==> src/rtl/refdiv_pkg.sv <==
package refdiv_pkg;
  localparam int CODE_W = 5;
  localparam int GRP_W  = 2;
  localparam int SEL_W  = CODE_W - GRP_W;
  localparam int BASE_W = 4;
  localparam int RAT_W  = 9;

  typedef struct packed {
    logic             legal;
    logic [RAT_W-1:0] ratio;
  } ratio_t;
endpackage

==> src/rtl/refdiv_decode.sv <==
module refdiv_decode
  import refdiv_pkg::*;
(
  input  logic [CODE_W-1:0] code_i,
  output ratio_t            dec_o
);
  logic [GRP_W-1:0]  grp;
  logic [SEL_W-1:0]  sel;
  logic [BASE_W-1:0] base;
  logic [SEL_W:0]    shamt;

  always_comb begin
    grp = code_i[CODE_W-1 -: GRP_W];
    sel = code_i[SEL_W-1:0];
    if (grp == '0) begin
      base  = BASE_W'(1);
      shamt = {1'b0, sel} + 1'b1;
    end else begin
      base  = BASE_W'(4) + BASE_W'(grp);
      shamt = {1'b0, sel} - 1'b1;
    end
    dec_o.legal = (grp == '0) || (sel != '0);
    dec_o.ratio = dec_o.legal ? (RAT_W'(base) << shamt) : '0;
  end
endmodule

==> src/rtl/refdiv_core.sv <==
module refdiv_core #(
  parameter int RAT_W   = 9,
  parameter bit HALF_EN = 1'b1
) (
  input  logic             clk,
  input  logic             rst,
  input  logic             legal_i,
  input  logic [RAT_W-1:0] ratio_i,
  output logic             pulse_o,
  output logic             half_o
);
  logic [RAT_W-1:0] cnt_q, cnt_n;
  logic [RAT_W-1:0] rat_q, rat_n;
  logic             halt_q, halt_n;
  logic             pls_q, pls_n;
  logic             half_q, half_n;
  logic             tc;

  assign tc = (cnt_q == rat_q - RAT_W'(1));

  always_comb begin
    cnt_n  = cnt_q;
    rat_n  = rat_q;
    halt_n = halt_q;
    pls_n  = 1'b0;
    if (!legal_i) begin
      halt_n = 1'b1;
      cnt_n  = '0;
    end else if (halt_q) begin
      halt_n = 1'b0;
      rat_n  = ratio_i;
      cnt_n  = '0;
    end else if (tc) begin
      cnt_n  = '0;
      pls_n  = 1'b1;
      rat_n  = ratio_i;
    end else begin
      cnt_n  = cnt_q + RAT_W'(1);
    end
  end

  generate
    if (HALF_EN) begin : g_half
      assign half_n = !halt_n && !rat_n[0] && (cnt_n >= (rat_n >> 1));
    end else begin : g_nohalf
      assign half_n = 1'b0;
    end
  endgenerate

  always_ff @(posedge clk) begin
    if (rst) begin
      cnt_q  <= '0;
      rat_q  <= ratio_i;
      halt_q <= !legal_i;
      pls_q  <= 1'b0;
      half_q <= 1'b0;
    end else begin
      cnt_q  <= cnt_n;
      rat_q  <= rat_n;
      halt_q <= halt_n;
      pls_q  <= pls_n;
      half_q <= half_n;
    end
  end

  assign pulse_o = pls_q;
  assign half_o  = half_q;

  // the running count never reaches the loaded ratio
  a_r6_cnt_in_range: assert property (@(posedge clk) disable iff (rst)
    !halt_q |-> (cnt_q < rat_q));
  // the loaded ratio moves only at a terminal count or a restart
  a_r6_ratio_held: assert property (@(posedge clk) disable iff (rst)
    (!halt_q && $past(!halt_q) && !pls_q) |-> $stable(rat_q));
  a_r5_pulse_one_wide: assert property (@(posedge clk) disable iff (rst)
    pls_q |=> !pls_q);
  a_r8_half_low_at_pulse: assert property (@(posedge clk) disable iff (rst)
    pls_q |-> !half_q);
endmodule

==> src/rtl/refdiv_top.sv <==
module refdiv_top
  import refdiv_pkg::*;
#(
  parameter bit HALF_EN = 1'b1
) (
  input  logic              clk,
  input  logic              rst,
  input  logic [CODE_W-1:0] ratio_code,
  output logic              cmp_pulse,
  output logic              cmp_half,
  output logic              code_bad
);
  ratio_t dec;
  logic   bad_q;

  refdiv_decode u_dec (
    .code_i (ratio_code),
    .dec_o  (dec)
  );

  refdiv_core #(.RAT_W(RAT_W), .HALF_EN(HALF_EN)) u_core (
    .clk     (clk),
    .rst     (rst),
    .legal_i (dec.legal),
    .ratio_i (dec.ratio),
    .pulse_o (cmp_pulse),
    .half_o  (cmp_half)
  );

  always_ff @(posedge clk) begin
    bad_q <= !dec.legal;
  end

  assign code_bad = bad_q;

  a_r4_quiet_on_bad: assert property (@(posedge clk) disable iff (rst)
    code_bad |-> (!cmp_pulse && !cmp_half));
  a_r3_flag_on_bad_code: assert property (@(posedge clk) disable iff (rst)
    ((ratio_code[CODE_W-1 -: GRP_W] != '0) && (ratio_code[SEL_W-1:0] == '0)) |=> code_bad);
  a_r9_flag_clear_group0: assert property (@(posedge clk) disable iff (rst)
    (ratio_code[CODE_W-1 -: GRP_W] == '0) |=> !code_bad);
endmodule

==> config.mk <==
export PLATFORM = sky130hd
export DESIGN_NAME = refdiv_top
export DESIGN_NICKNAME = d
export VERILOG_FILES = /design/src/rtl/refdiv_pkg.sv /design/src/rtl/refdiv_decode.sv /design/src/rtl/refdiv_core.sv /design/src/rtl/refdiv_top.sv
export SDC_FILE = /design/constraint.sdc
export NUM_CORES = 1
export LEC_CHECK = 0
export BUFFER_PORTS_ARGS = -buffer_cell sky130_fd_sc_hd__buf_2
export CAP_MARGIN = 0
export CORE_ASPECT_RATIO = 0.5
export CORE_MARGIN = 8
export CORE_UTILIZATION = 30
export CTS_BUF_LIST = sky130_fd_sc_hd__clkbuf_2 sky130_fd_sc_hd__clkbuf_4 sky130_fd_sc_hd__clkbuf_8
export DETAILED_ROUTE_END_ITERATION = 12
export PLACE_DENSITY = 0.46
export SYNTH_ARGS = -nofsm -noshare
export SYNTH_HDL_FRONTEND = slang
export SYNTH_SLANG_ARGS = --single-unit
==> constraint.sdc <==
create_clock -name clk -period 7.3 [get_ports clk]
set_input_delay 0.73 -clock clk [delete_from_list [all_inputs] [get_ports clk]]
set_output_delay 0.73 -clock clk [all_outputs]
set_load 0.03 [all_outputs]
======== Word level (Yosys, flattened, before mapping) ========
Index checks and enable logic that the tools add are counted.
cells by class
  reduce and logical (&&, ||, !) cells .... 8
  bitwise logic cells ..................... 1
  equality and inequality tests ........... 1
  $lt $le $gt $ge ......................... 1
  shift operators ......................... 1
  add/sub/neg operators ................... 5
  multiplexer cells ....................... 13
operators with widths
  operator                                                             number
  9-bit 2-to-1 mux                                                     8
  9-bit by 1-bit adder with 9-bit output (second input constant)       1
  9-bit == test                                                        1
  9-bit by 8-bit >= comparator with 1-bit output                       1
  4-bit by 4-bit << shifter with 9-bit output                          1
  9-bit by 1-bit subtractor with 9-bit output (second input constant)  1
  4-bit 2-to-1 mux                                                     2
  3-bit by 1-bit adder with 4-bit output (second input constant)       1
  3-bit by 2-bit adder with 4-bit output (first input constant)        1
  3-bit by 1-bit subtractor with 4-bit output (second input constant)  1
  1-bit 2-to-1 mux                                                     3
  3-bit nonzero test                                                   1
  3-bit OR reduction                                                   1
  1-bit logical AND                                                    2
  1-bit zero test                                                      2
  2-bit zero test                                                      1
  1-bit logical OR                                                     1
  1-bit NOT                                                            1
storage, ports and cells
  bits in registers ....................... 22
  output and inout bits ................... 3
  bits of input ports ..................... 7

======== Depth between registers and ports, before layout ========
Gate-level depths: netlist of the first run.
  depth after elaboration ................. 10
  gate-level depth with buffers ........... 19
  depth with buffers taken out ............ 18

======== Cells and area by module ========
From an unflattened synthesis of the first run, not the netlist that was laid out.
second synthesis, totals
  cell total of the unflattened synthesis .. 222
  area, all modules ....................... 1,866.8 um^2
modules (own cells, without submodules)
  module         seq. area each (um^2)  area an instance (um^2)  times used  cells each
  refdiv_core    420.4                  1,455.1                  1           163
  refdiv_decode  0.0                    387.9                    1           57
  refdiv_top     20.0                   23.8                     1           2

======== Least setup slack after synthesis of the first run ========
OpenSTA, ideal clock, no wires.
  path kind ............................... input-to-reg
  from .................................... input ratio_code[0]
  to ...................................... register u_core.half_q, in the netlist u_core.half_o
  data arrival time ....................... 3.594 ns
  data required time ...................... 7.171 ns
  stages on the path ...................... 15
  setup slack ............................. 3.577 ns
  cell sequence ........................... clkbuf_1 -> inv_1 -> fa_1 -> clkbuf_1 -> o21ai_0 -> a22oi_1 -> nor2_1 -> a22oi_1 -> ha_1 -> a2111oi_0 -> nand2_1 -> o22ai_1 -> nand2_1 -> nand2_1 -> o22ai_1
on the way
  cells in the longest elaborated chain, start to end .. 10
  elaborated cells between the ends (all ways) .. 15
  classes of those cells .................. 2 x add/sub; 1 x order compare; 1 x shift; 6 x mux; 5 x reduce/logical
RTL lines
  item                                                                                                    RTL line           source
  start, declared                                                                                         refdiv_top.sv:8    input logic [CODE_W-1:0] ratio_code,
  parallel branches: the longest is 9 deep, another holds 9-bit by 8-bit >= comparator with 1-bit output  n/a
  1-bit logical AND *                                                                                     refdiv_core.sv:44  assign half_n = !halt_n && !rat_n[0] && (cnt_n >= (rat_n >> 1));
  end signal, assigned                                                                                    refdiv_core.sv:62  half_q <= half_n;
  end, declared                                                                                           refdiv_core.sv:16  logic half_q, half_n;
Mark *: on every way between the ends.
A chain may end at the register's enable or synchronous reset.

======== Final worst setup path of the first run ========
  from .................................... input ratio_code[4]
  to ...................................... register u_core.half_q, in the netlist u_core.half_o
on the way
  cells in the longest elaborated chain, start to end .. 10
  elaborated cells between the ends (all ways) .. 15
  classes of those cells .................. 1 x add/sub; 1 x order compare; 1 x shift; 7 x mux; 5 x reduce/logical
RTL lines
  item                                                                                                    RTL line
  parallel branches: the longest is 9 deep, another holds 9-bit by 8-bit >= comparator with 1-bit output  n/a
  1-bit logical AND *                                                                                     refdiv_core.sv:44
Marks and branches as above.

==> results of run 1 <==
[worst max-delay path by stage]
stage | slack (ns) | cells past startpoint | to | from
4_1_cts | 3.43 | 18 | u_core.half_o | ratio_code[4]
2_1_floorplan | 3.58 | 15 | u_core.half_o | ratio_code[0]
3_5_place_dp | 3.15 | 18 | u_core.half_o | ratio_code[4]
3_3_place_gp | 3.18 | 18 | u_core.half_o | ratio_code[4]
5_1_grt | 3.04 | 18 | u_core.half_o | ratio_code[4]
6_report | 3.43 | 18 | u_core.half_o | ratio_code[4]
[worst max-delay path: cells and delay by family]
| kind | cells | cell delay (ns) |
|---|---|---|
| simple gates | 7 | 0.87 |
| compound gates | 7 | 1.56 |
| fa+ha+maj | 2 | 0.58 |
| buf+inv | 2 | 0.27 |
[flip-flops by register name, summed over array words and instances, names as in the netlist]
signal	cells
code_bad	1
u_core.cnt_q	9
u_core.half_o	1
u_core.halt_q	1
u_core.pulse_o	1
u_core.rat_q	9
[routing by layer]
metal  part of all wire, %  GRT usage, %  routed length, um  vias up
met3                   2.3          1.71                 94        4
met1                    53          13.5               2150      666
li1                      -             -                  -      745
met2                    44          15.4               1780       16
met4                   1.3          2.55                 53        0
met5                     0             0                  0        -
[final cells by class]
class                   count  area (um^2)  area share, %
multi-input cells         166         1180           63.3
flip-flops and latches     22          440           23.6
well taps                  73         91.3           4.89
repair buffers              9         45.0           2.41
clock buffers               3         41.3           2.21
inverters                  10         37.5           2.01
clock inverters             1         30.0           1.61
[logic make-up after synthesis]
family / Yosys count
AOI/OAI and AO/OA: 38
xor gates and xnor gates: 22
adders and majority gates: 13
buffers and inverters: 17
DFF: 22
muxes: 13
and+or+nand+nor: 80
[power by group through the flow]
stage               Combinational [uW]  Sequential [uW]  Clock [uW]
finish                             126              142         115
global route                       141              144         123
CTS                                125              142         119
detailed placement                 125              145           0
global placement                   123              144           0
floorplan                         99.6              143           0
[metrics by stage]
step | utilization [%] | worst slack [ns]
after floorplan | - | 3.58
after global placement | 32.8 | 3.18
after detailed placement | 32.8 | 3.15
after CTS | 34.1 | 3.43
after global routing | 34.1 | 3.04
final | 34.1 | 3.43
[cells in the final DEF, fill, tap and decap left out, types with 4 or more instances in the layout]
master,n
nor2_1,28
dfxtp_1,22
xnor2_1,12
ha_1,12
nand2_1,11
o21ai_0,10
xor2_1,10
a21oi_1,9
inv_1,9
buf_2,9
mux2_2,8
nand3_1,6
mux2i_1,5
or4_1,4
or3_1,4
nand2b_1,4
a22oi_1,4
==> flow_summary.ini, run 1 <==
[drt]
postRouteWirelength_mm = 4.08
post_drt_wl_per_cell_um = 14.3
via_per_inst = 5.04
drt-pass1-iter-count = 4
final_antenna_net_count = 0
vias = 1431
drt-initial-drc-count = 50
drc = 0

[worst_setup_path]
critical_path.startpoint_type = input port
crit_path_cell_trace = buf_2 > nor2_1 > inv_1 > ha_1 > a21o_1 > a21oi_1 > nor3_1 > a21o_1 > nand2_1 > nor2_1 > a22oi_1 > ha_1 > a2111oi_0 > nand2_1 > o22ai_1 > nand2_1 > nand2_1 > o22ai_1
critPathMaxStageDelay_ns = 0.38
reg2reg_slack_ns = 3.44
timing.critical_path.mode_cell = nand2_1
arrival_time_at_the_worst_endpoint_ns = 4.01
timing.critical_path.slowest_stage_cell = a2111oi_0
reg2reg_from = u_core.rat_q[0]
cp.required_ns = 7.44
timing_worst_setup_path_type = input port to register
critical_path_peak_fanout = 10
rr_endpoint = u_core.half_o
timing.reg2reg.worst_path_depth = 14
worst_setup_path_end_kind = register

[cts]
cts.clk_slew.worst_paths_ns = 0.09
ctsHtreeMaxLevel = 1
cts_tree = yes
clkLatencyLatePin_ns = 0.26
ctsResizeCount = 0
maximum_clock_insertion_buffer_count = 2
numCtsBuffers = 3
cts_root_buffer = clkbuf_8
cts_stage_hold_buffer_count = 0
clkSinkCount = 22
post_cts_buffers = 0

[logic_synthesis]
synth_seq_cells = 22
asyncSetResetFlopFracSynth_pct = 0
synth.yosys.seq_area_share_pct = 26.0
post_synth_most_frequent_cells = nor2_1 (28), dfxtp_1 (22), ha_1 (12), xnor2_1 (12), nand2_1 (11)
postSynthNetCount = 225
synth-compound-area-share_pct = 15.4
yosys_warnings = 0
synth_edf_count = 0
synth_xor_area_share_pct = 11.4
netlist_top_cells_area = dfxtp_1 (26%), ha_1 (8.9%), nor2_1 (6.2%), xnor2_1 (6.2%), mux2_2 (5.3%)
synthMostInstantiatedCell = nor2_1
yosys.area.top_type_share_pct = 26.0
dominantRegCellSynth = dfxtp_1
synthCells = 205
top_cell_type_by_total_area_after_synthesis = dfxtp_1
synthesized_area_fraction_occupied_by_adder_cells_pct = 10.0
synth.distinct_cells = 47
synth.area.mux_share_pct = 8.27
postSynthAreaPerCell_um2 = 8.26
post_synth_and_or_nand_nor_area_fraction_pct = 24.7
synth_top_family_by_area = simple AND/OR/NAND/NOR gates
syn-cell-area_um2 = 1690

[job]
cap_violations = 0

[finish]
syn2layout_area_growth_pct = 10.2
final_non_filler_cell_area_um2 = 1870
fillCellCount = 596
nets = 232
drive_gt1_share_pct = 13.7
num_antenna_cells = 0
fin_cells = 284

[min_path]
worst_hold_path_endpoint = u_core.cnt_q[0]
hold_path_startpoint = u_core.cnt_q[0]
min-delay-path-class = register to register
hold_path_depth = 1

[timing]
worst_hold_slack_ns = 0.527
finalHoldViolations = 0
final_max_slew_viol_count = 0
final.setup.tns_ns = 0
achievable-frequency_ghz = 0.258
setup_violators_final = 0
final.min_clock_period_ns = 3.87
setup_repair_after_global_routing_missed_its_margin = no
tightest_slew_ns = 0.519
final.period_utilization_pct = 53.1
relSlewSlack_pct = 65.4
timing.clock.skew_ns = 0.00426

[power]
fin_total_pwr_uw = 383
ir_worst_vdd_v = 0.0000869
power.share.switching_pct = 32.5
pwr-share-seq_pct = 37.1
powerDensity_nw_per_um2 = 205
leakage_uw = 0.000779
cell_internal_pwr_uw = 259
pwr-share-clk_pct = 30.1
pwr-share-comb_pct = 32.8
net-switching-power_uw = 125

[global_route]
first_pass_grt_wire_length_mm = 6.85
antenna_found_initial = 0
grt.total_usage_pct = 9.83
grt_max_degree = 14
grt_overflow = 0
number_of_global_route_vias_before_repair = 1383

[placement]
number_of_port_buffers = 9
place.detailed.hpwl_mm = 3.34
detailed_place.area_um2 = 1800
dp.cells = 280
place_congestion = 0.798

[die]
die-width_um = 122
num_io_pins = 10
die_height_um = 69.1
placeable_core_region_um2 = 5470
die_outline_area_um2 = 8450
fp-row-count = 19
floorplan.initialDensity_pct = 31.0

[status]
outcome = finished clean
Note: power is estimated with default switching activity, not from simulation.
==> run 2: changes to the inputs <==
--- a/config.mk
+++ b/config.mk
@@ -12,7 +12,7 @@
 export CORE_UTILIZATION = 30
 export CTS_BUF_LIST = sky130_fd_sc_hd__clkbuf_2 sky130_fd_sc_hd__clkbuf_4 sky130_fd_sc_hd__clkbuf_8
 export DETAILED_ROUTE_END_ITERATION = 12
-export PLACE_DENSITY = 0.46
+export PLACE_DENSITY = 0.48
 export SYNTH_ARGS = -nofsm -noshare
 export SYNTH_HDL_FRONTEND = slang
 export SYNTH_SLANG_ARGS = --single-unit
==> constraint.sdc (replaced) <==
create_clock -name clk -period 3.54 [get_ports clk]
set_input_delay 0.354 -clock clk [delete_from_list [all_inputs] [get_ports clk]]
set_output_delay 0.354 -clock clk [all_outputs]
set_load 0.03 [all_outputs]
==> run 2 against run 1 <==
- die area unchanged
- largest cell class unchanged
- register-to-register slack worse by 3.3 ns
- critical path type is now register to register
- worst hold slack worse by 0.21 ns
==> flow_summary.ini, run 2 (synthesis results as in run 1) <==
[finish]
num_antenna_cells = 0
fillCellCount = 586
syn2layout_area_growth_pct = 25.5
nets = 255
drive_gt1_share_pct = 27.4
mostFrequentLayoutCell = nor2_1
fin_cells = 307
fin_util_pct = 38.9
top_regs = u_core.cnt_q (9), u_core.rat_q (9)
layout_common_cells = nor2_1 (27), buf_4 (22), dfxtp_1 (21)
final_non_filler_cell_area_um2 = 2130

[global_route]
first_pass_grt_wire_length_mm = 7.16
antenna_found_initial = 0
grt_overflow = 0
grt.total_usage_pct = 10.2
number_of_global_route_vias_before_repair = 1495
global_route.usage.met3_pct = 1.54
global_route_met1_utilization_pct = 13.9
grt_max_degree = 14
groute.layer.met2.usage_pct = 16.5
global_route.peak_usage_layer = met2

[cts]
ctsHtreeMaxLevel = 1
numCtsBuffers = 3
clkSinkCount = 22
cts_stage_hold_buffer_count = 0
cts_root_buffer = clkbuf_8
cts_tree = yes
maximum_clock_insertion_buffer_count = 2
cts.clk_slew.worst_paths_ns = 0.08
clkLatencyLatePin_ns = 0.26

[timing]
final_max_slew_viol_count = 0
timing.clock.skew_ns = 0.00552
final.min_clock_period_ns = 3.44
final.period_utilization_pct = 97.1
worst_hold_slack_ns = 0.313
tightest_slew_ns = 0.540
finalHoldViolations = 0
relSlewSlack_pct = 64.0
achievable-frequency_ghz = 0.291
setup_violators_final = 0
setup_repair_after_global_routing_missed_its_margin = yes

[worst_setup_path]
buffers_inverters_on_critical_path = 0
critPathMaxStageDelay_ns = 0.54
worst_setup_path_end_kind = register
critical_path_peak_fanout = 7
timing_worst_setup_path_type = register to register
arrival_time_at_the_worst_endpoint_ns = 3.62
worst_path_dominant_cell_family = simple AND/OR/NAND/NOR gates
timing.critical_path.slowest_stage_cell = or4_4
critical_path.startpoint_type = register
crit_path_cell_trace = or4_4 > or4b_4 > o32ai_4 > nor2_4 > nor2_4 > o21a_1 > mux2_4 > ha_1 > o21ai_0 > a21oi_1 > o22ai_1 > or3_1 > o22ai_1
cp.required_ns = 3.72

[job]
cap_violations = 0

[status]
outcome = finished clean

[power]
ir_worst_vdd_v = 0.000220
pwr-share-clk_pct = 27.2
fin_total_pwr_uw = 856
pwr-share-comb_pct = 39.8
net-switching-power_uw = 275
pwr-share-seq_pct = 33.0
power.share.switching_pct = 32.1
powerDensity_nw_per_um2 = 403
cell_internal_pwr_uw = 581
leakage_uw = 0.000902

[placement]
number_of_port_buffers = 9
place.detailed.hpwl_mm = 3.42
detailed_place.area_um2 = 1960
dp.cells = 302
place_congestion = 0.805

[drt]
drt-initial-drc-count = 70
final_antenna_net_count = 0
postRouteWirelength_mm = 4.13
drt-pass1-iter-count = 4
post_drt_wl_per_cell_um = 13.5
via_per_inst = 4.89
vias = 1500
drc = 0

[die]
floorplan.initialDensity_pct = 31.0
placeable_core_region_um2 = 5470
num_io_pins = 10
die_height_um = 69.1
die_outline_area_um2 = 8450
die-width_um = 122
fp-row-count = 19

[min_path]
min-delay-path-class = input port to register
## run 2: cell types whose count changed in the layout (fill, tap and decap cells not counted), sizes merged
| cell | previous run | this run |
|---|---|---|
| buf | 9 | 32 |
## run 2: area by class of cell
cell class / count / area [um^2] / area share, %
clock inverters: 1 / 30.0 / 1.41
repair buffers: 32 / 221 / 10.4
inverters: 10 / 37.5 / 1.77
clock buffers: 3 / 41.3 / 1.94
flip-flops and latches: 22 / 442 / 20.8
well taps: 73 / 91.3 / 4.30
multi-input cells: 166 / 1260 / 59.4
## run 2: stage by stage
| stage | setup slack (ns) | TNS, ns |
|---|---|---|
| after floorplan | 0.168 | 0 |
| after global placement | -0.0886 | -0.0886 |
| after detailed placement | -0.0706 | -0.0706 |
| after CTS | 0.0332 | 0 |
| after global routing | -0.0641 | -0.0641 |
| final | 0.103 | 0 |
## run 2: path summary, 6_finish.rpt
kind / startpoint / endpoint / slack, ns / cells past startpoint
setup / recovery: u_core.rat_q[3] / u_core.half_o / 0.10 / 13
hold reg to reg: u_core.cnt_q[0] / u_core.cnt_q[0] / 0.53 / 1
setup reg to reg: u_core.rat_q[3] / u_core.half_o / 0.10 / 13
hold / removal: rst / u_core.pulse_o / 0.31 / 2
## run 2: routing by layer
layer / share of wire [%] / vias to the layer above / wire, um
met5: 0 / - / 0
met4: 0.73 / 0 / 30
met3: 1.7 / 2 / 72
met2: 46 / 16 / 1900
met1: 52 / 693 / 2130
li1: - / 789 / -
## run 2: power groups by stage
stage | Clock [uW] | Sequential (uW) | Combinational, uW
after floorplan | 0 | 295 | 205
after global placement | 0 | 287 | 304
after detailed placement | 0 | 287 | 306
after CTS | 242 | 281 | 312
after global routing | 257 | 285 | 379
final | 233 | 283 | 341
## run 2: timing repair
| item | CTS | global route |
|---|---|---|
| buffers inserted | 1 | 0 |
| gates cloned | 0 | 0 |
| pin swaps | 1 | 7 |
| gates resized for setup | 3 | 17 |
| endpoints found under the setup margin | 1 | 1 |
## run 2: worst reg2reg max path, delay by kind of cell (launching register included)
family          cells  cell delay, ns
mux                 1            0.32
flops               1            0.32
simple gates        5            1.63
fa+ha+maj           1            0.27
compound gates      6            0.85
==> run 3: changes to the inputs <==
--- a/config.mk
+++ b/config.mk
@@ -12,7 +12,7 @@
 export CORE_UTILIZATION = 30
 export CTS_BUF_LIST = sky130_fd_sc_hd__clkbuf_2 sky130_fd_sc_hd__clkbuf_4 sky130_fd_sc_hd__clkbuf_8
 export DETAILED_ROUTE_END_ITERATION = 12
-export PLACE_DENSITY = 0.48
 export SYNTH_ARGS = -nofsm -noshare
 export SYNTH_HDL_FRONTEND = slang
+export SYNTH_HIERARCHICAL = 1
 export SYNTH_SLANG_ARGS = --single-unit
==> run 3 against run 2 <==
- die area increased by 8.3%
- critical endpoint is now u_core/half_o
- synthesized cell count rose by 8.3%
- highest routed layer unchanged
- via count is 7.3% higher
- register-to-register slack worse by 0.02 ns
- design area is 1.8% higher
- global-route usage decreased by 0.060 points
- setup slack got worse by 0.024 ns
- critical path depth stayed put
==> flow_summary.ini, run 3 <==
[logic_synthesis]
yosys_warnings = 6
synth_seq_cells = 22
synthMostInstantiatedCell = nor2_1
post_synth_most_frequent_cells = nor2_1 (31), dfxtp_1 (22), xnor2_1 (17)
asyncSetResetFlopFracSynth_pct = 0
netlist_top_cells_area = dfxtp_1 (24%), ha_1 (8.7%), xnor2_1 (8.0%), mux2_4 (7.2%), nor2_1 (6.2%)
yosys.area.top_type_share_pct = 23.6
synth.yosys.seq_area_share_pct = 23.6
dominantRegCellSynth = dfxtp_1
synth_edf_count = 0
synthCells = 222
postSynthAreaPerCell_um2 = 8.41
synth.distinct_cells = 50
postSynthNetCount = 243
top_cell_type_by_total_area_after_synthesis = dfxtp_1
syn-cell-area_um2 = 1870

[timing]
achievable-frequency_ghz = 0.289
setup_repair_after_global_routing_missed_its_margin = yes
tightest_slew_ns = 0.557
final.min_clock_period_ns = 3.46
finalHoldViolations = 0
final.setup.tns_ns = 0
timing.clock.skew_ns = 0.00392
relSlewSlack_pct = 62.8
final.period_utilization_pct = 97.7
final_max_slew_viol_count = 0
setup_violators_final = 0

[finish]
top_regs = u_core/cnt_q (9), u_core/rat_q (9)
mostFrequentLayoutCell = nor2_1
drive_gt1_share_pct = 24.8
num_antenna_cells = 0
nets = 265
syn2layout_area_growth_pct = 15.9
fin_cells = 330
layout_common_cells = nor2_1 (31), dfxtp_1 (22), buf_4 (18)

[worst_setup_path]
timing.reg2reg.worst_path_depth = 13
reg2reg_slack_ns = 0.08
critical_path.startpoint_type = register
startpoint = u_core/rat_q[3]
rr_endpoint = u_core/half_o
worst_setup_path_end_kind = register
timing_worst_setup_path_type = register to register
reg2reg_from = u_core/rat_q[3]
cp.required_ns = 3.69
arrival_time_at_the_worst_endpoint_ns = 3.61
critical_path_peak_fanout = 6

[cts]
post_cts_buffers = 0
cts.clk_slew.worst_paths_ns = 0.07
ctsHtreeMaxLevel = 1
maximum_clock_insertion_buffer_count = 2
numCtsBuffers = 3
clkSinkCount = 22
clkLatencyLatePin_ns = 0.26
cts_root_buffer = clkbuf_8
cts_tree = yes

[drt]
top_layer_used = met4
routed_met3_length_um = 54
drc = 0
drt-pass1-iter-count = 4
final_antenna_net_count = 0
via_per_inst = 4.88
postRouteWirelength_mm = 4.40
post_drt_wl_per_cell_um = 13.3
drt-initial-drc-count = 82
drt-met1-wl_mm = 2.06
met2WireLength_mm = 2.20
vias = 1609

[global_route]
grt.total_usage_pct = 10.1
first_pass_grt_wire_length_mm = 7.64
grt_max_degree = 13
antenna_found_initial = 0
grt_overflow = 0
number_of_global_route_vias_before_repair = 1641

[die]
floorplan.initialDensity_pct = 31.0
die_height_um = 71.8
die-width_um = 128
placeable_core_region_um2 = 6030
fp-row-count = 20
num_io_pins = 10
die_outline_area_um2 = 9160

[placement]
place_congestion = 0.809
number_of_port_buffers = 9
place.detailed.hpwl_mm = 3.66
dp.cells = 327

[min_path]
hold_path_depth = 2
worst_hold_path_endpoint = u_core/cnt_q[0]
hold_path_startpoint = rst
min-delay-path-class = input port to register

[job]
cap_violations = 0

[power]
leakage_uw = 0.000917
fin_total_pwr_uw = 810
powerDensity_nw_per_um2 = 374
ir_worst_vdd_v = 0.000136

[status]
outcome = finished clean
==> run 3: cell count changes after synthesis, sizes merged, moves of 3 or more <==
cell,change
a31oi,+5
xnor2,+5
nand3,+5
nor3,+5
and4,-3
nor4,+5
xor2,-4
a22oi,-4
==> run 3: metal layers <==
metal  vias up  GRT usage, %
met2        15          18.8
met1       768          11.6
met4         0          4.84
met3         7         0.962
li1        819             -
met5         -             0
==> run 3: worst max path at each step <==
stage,cells after the start,slack (ns),endpoint
after global placement,15,0.06,u_core/half_o
final,13,0.08,u_core/half_o
after global routing,13,-0.11,u_core/half_o
after floorplan,14,0.09,u_core/half_o
after CTS,15,0.02,u_core/half_o
after detailed placement,15,-0.02,u_core/half_o
==> run 3: area by class of cell <==
cell class                 count  area, um^2
inverter                      12        46.3
sequential                    22         440
timing repair buffer          27         180
multi-input combinational    178        1350
fill                         634        3870
tap                           88         110
clock buffer                   3        41.3
==> run 3: cell families (layout without fill, tap and decap cells) <==
| logic type | after synthesis | count (layout) | synth area share (%) |
|---|---|---|---|
| AOI/OAI and AO/OA | 33 | 33 | 12.3 |
| buffers and inverters | 22 | 42 | 5.50 |
| muxes | 17 | 17 | 11.6 |
| xor gates and xnor gates | 23 | 23 | 10.8 |
| and+or+nand+nor | 91 | 91 | 26.5 |
| DFF | 22 | 22 | 23.6 |
| adders and majority gates | 14 | 14 | 9.79 |
==> run 3: repair_timing <==
action                     CTS  global route
hold buffers                 0             0
gates resized for setup      1             7
pin swaps                    0             4
setup endpoints to repair    1             1
==> run 3: stage by stage <==
stage	cell area, um^2	hold slack [ns]	utilization [%]	setup WS [ns]
6_report	2160	0.292	35.9	0.0797
5_1_grt	2160	0.291	35.9	-0.113
4_1_cts	2150	0.286	35.6	0.0205
3_5_place_dp	2100	0.438	34.8	-0.0194
3_3_place_gp	2100	0.427	34.8	0.0575
2_1_floorplan	1870	0.414	-	0.0918
==> run 3: where the power goes <==
part           leakage [uW]  switching [uW]  internal (uW)
sequential         0.000179            25.2            269
combinational      0.000716             191            175
clock             0.0000216            73.7           75.8
total              0.000917             290            520
==> run 3: worst max-delay path, cell delays in order, from the launching register on <==
cell	delay, ns
dfxtp_1	0.32
or4_4	0.55
or4_1	0.49
nand3_1	0.11
o21ai_2	0.10
o31ai_2	0.27
buf_4	0.20
mux2i_1	0.19
ha_1	0.27
a21o_1	0.18
a2111oi_2	0.34
a21oi_1	0.13
o21ai_1	0.12
o21ai_0	0.08
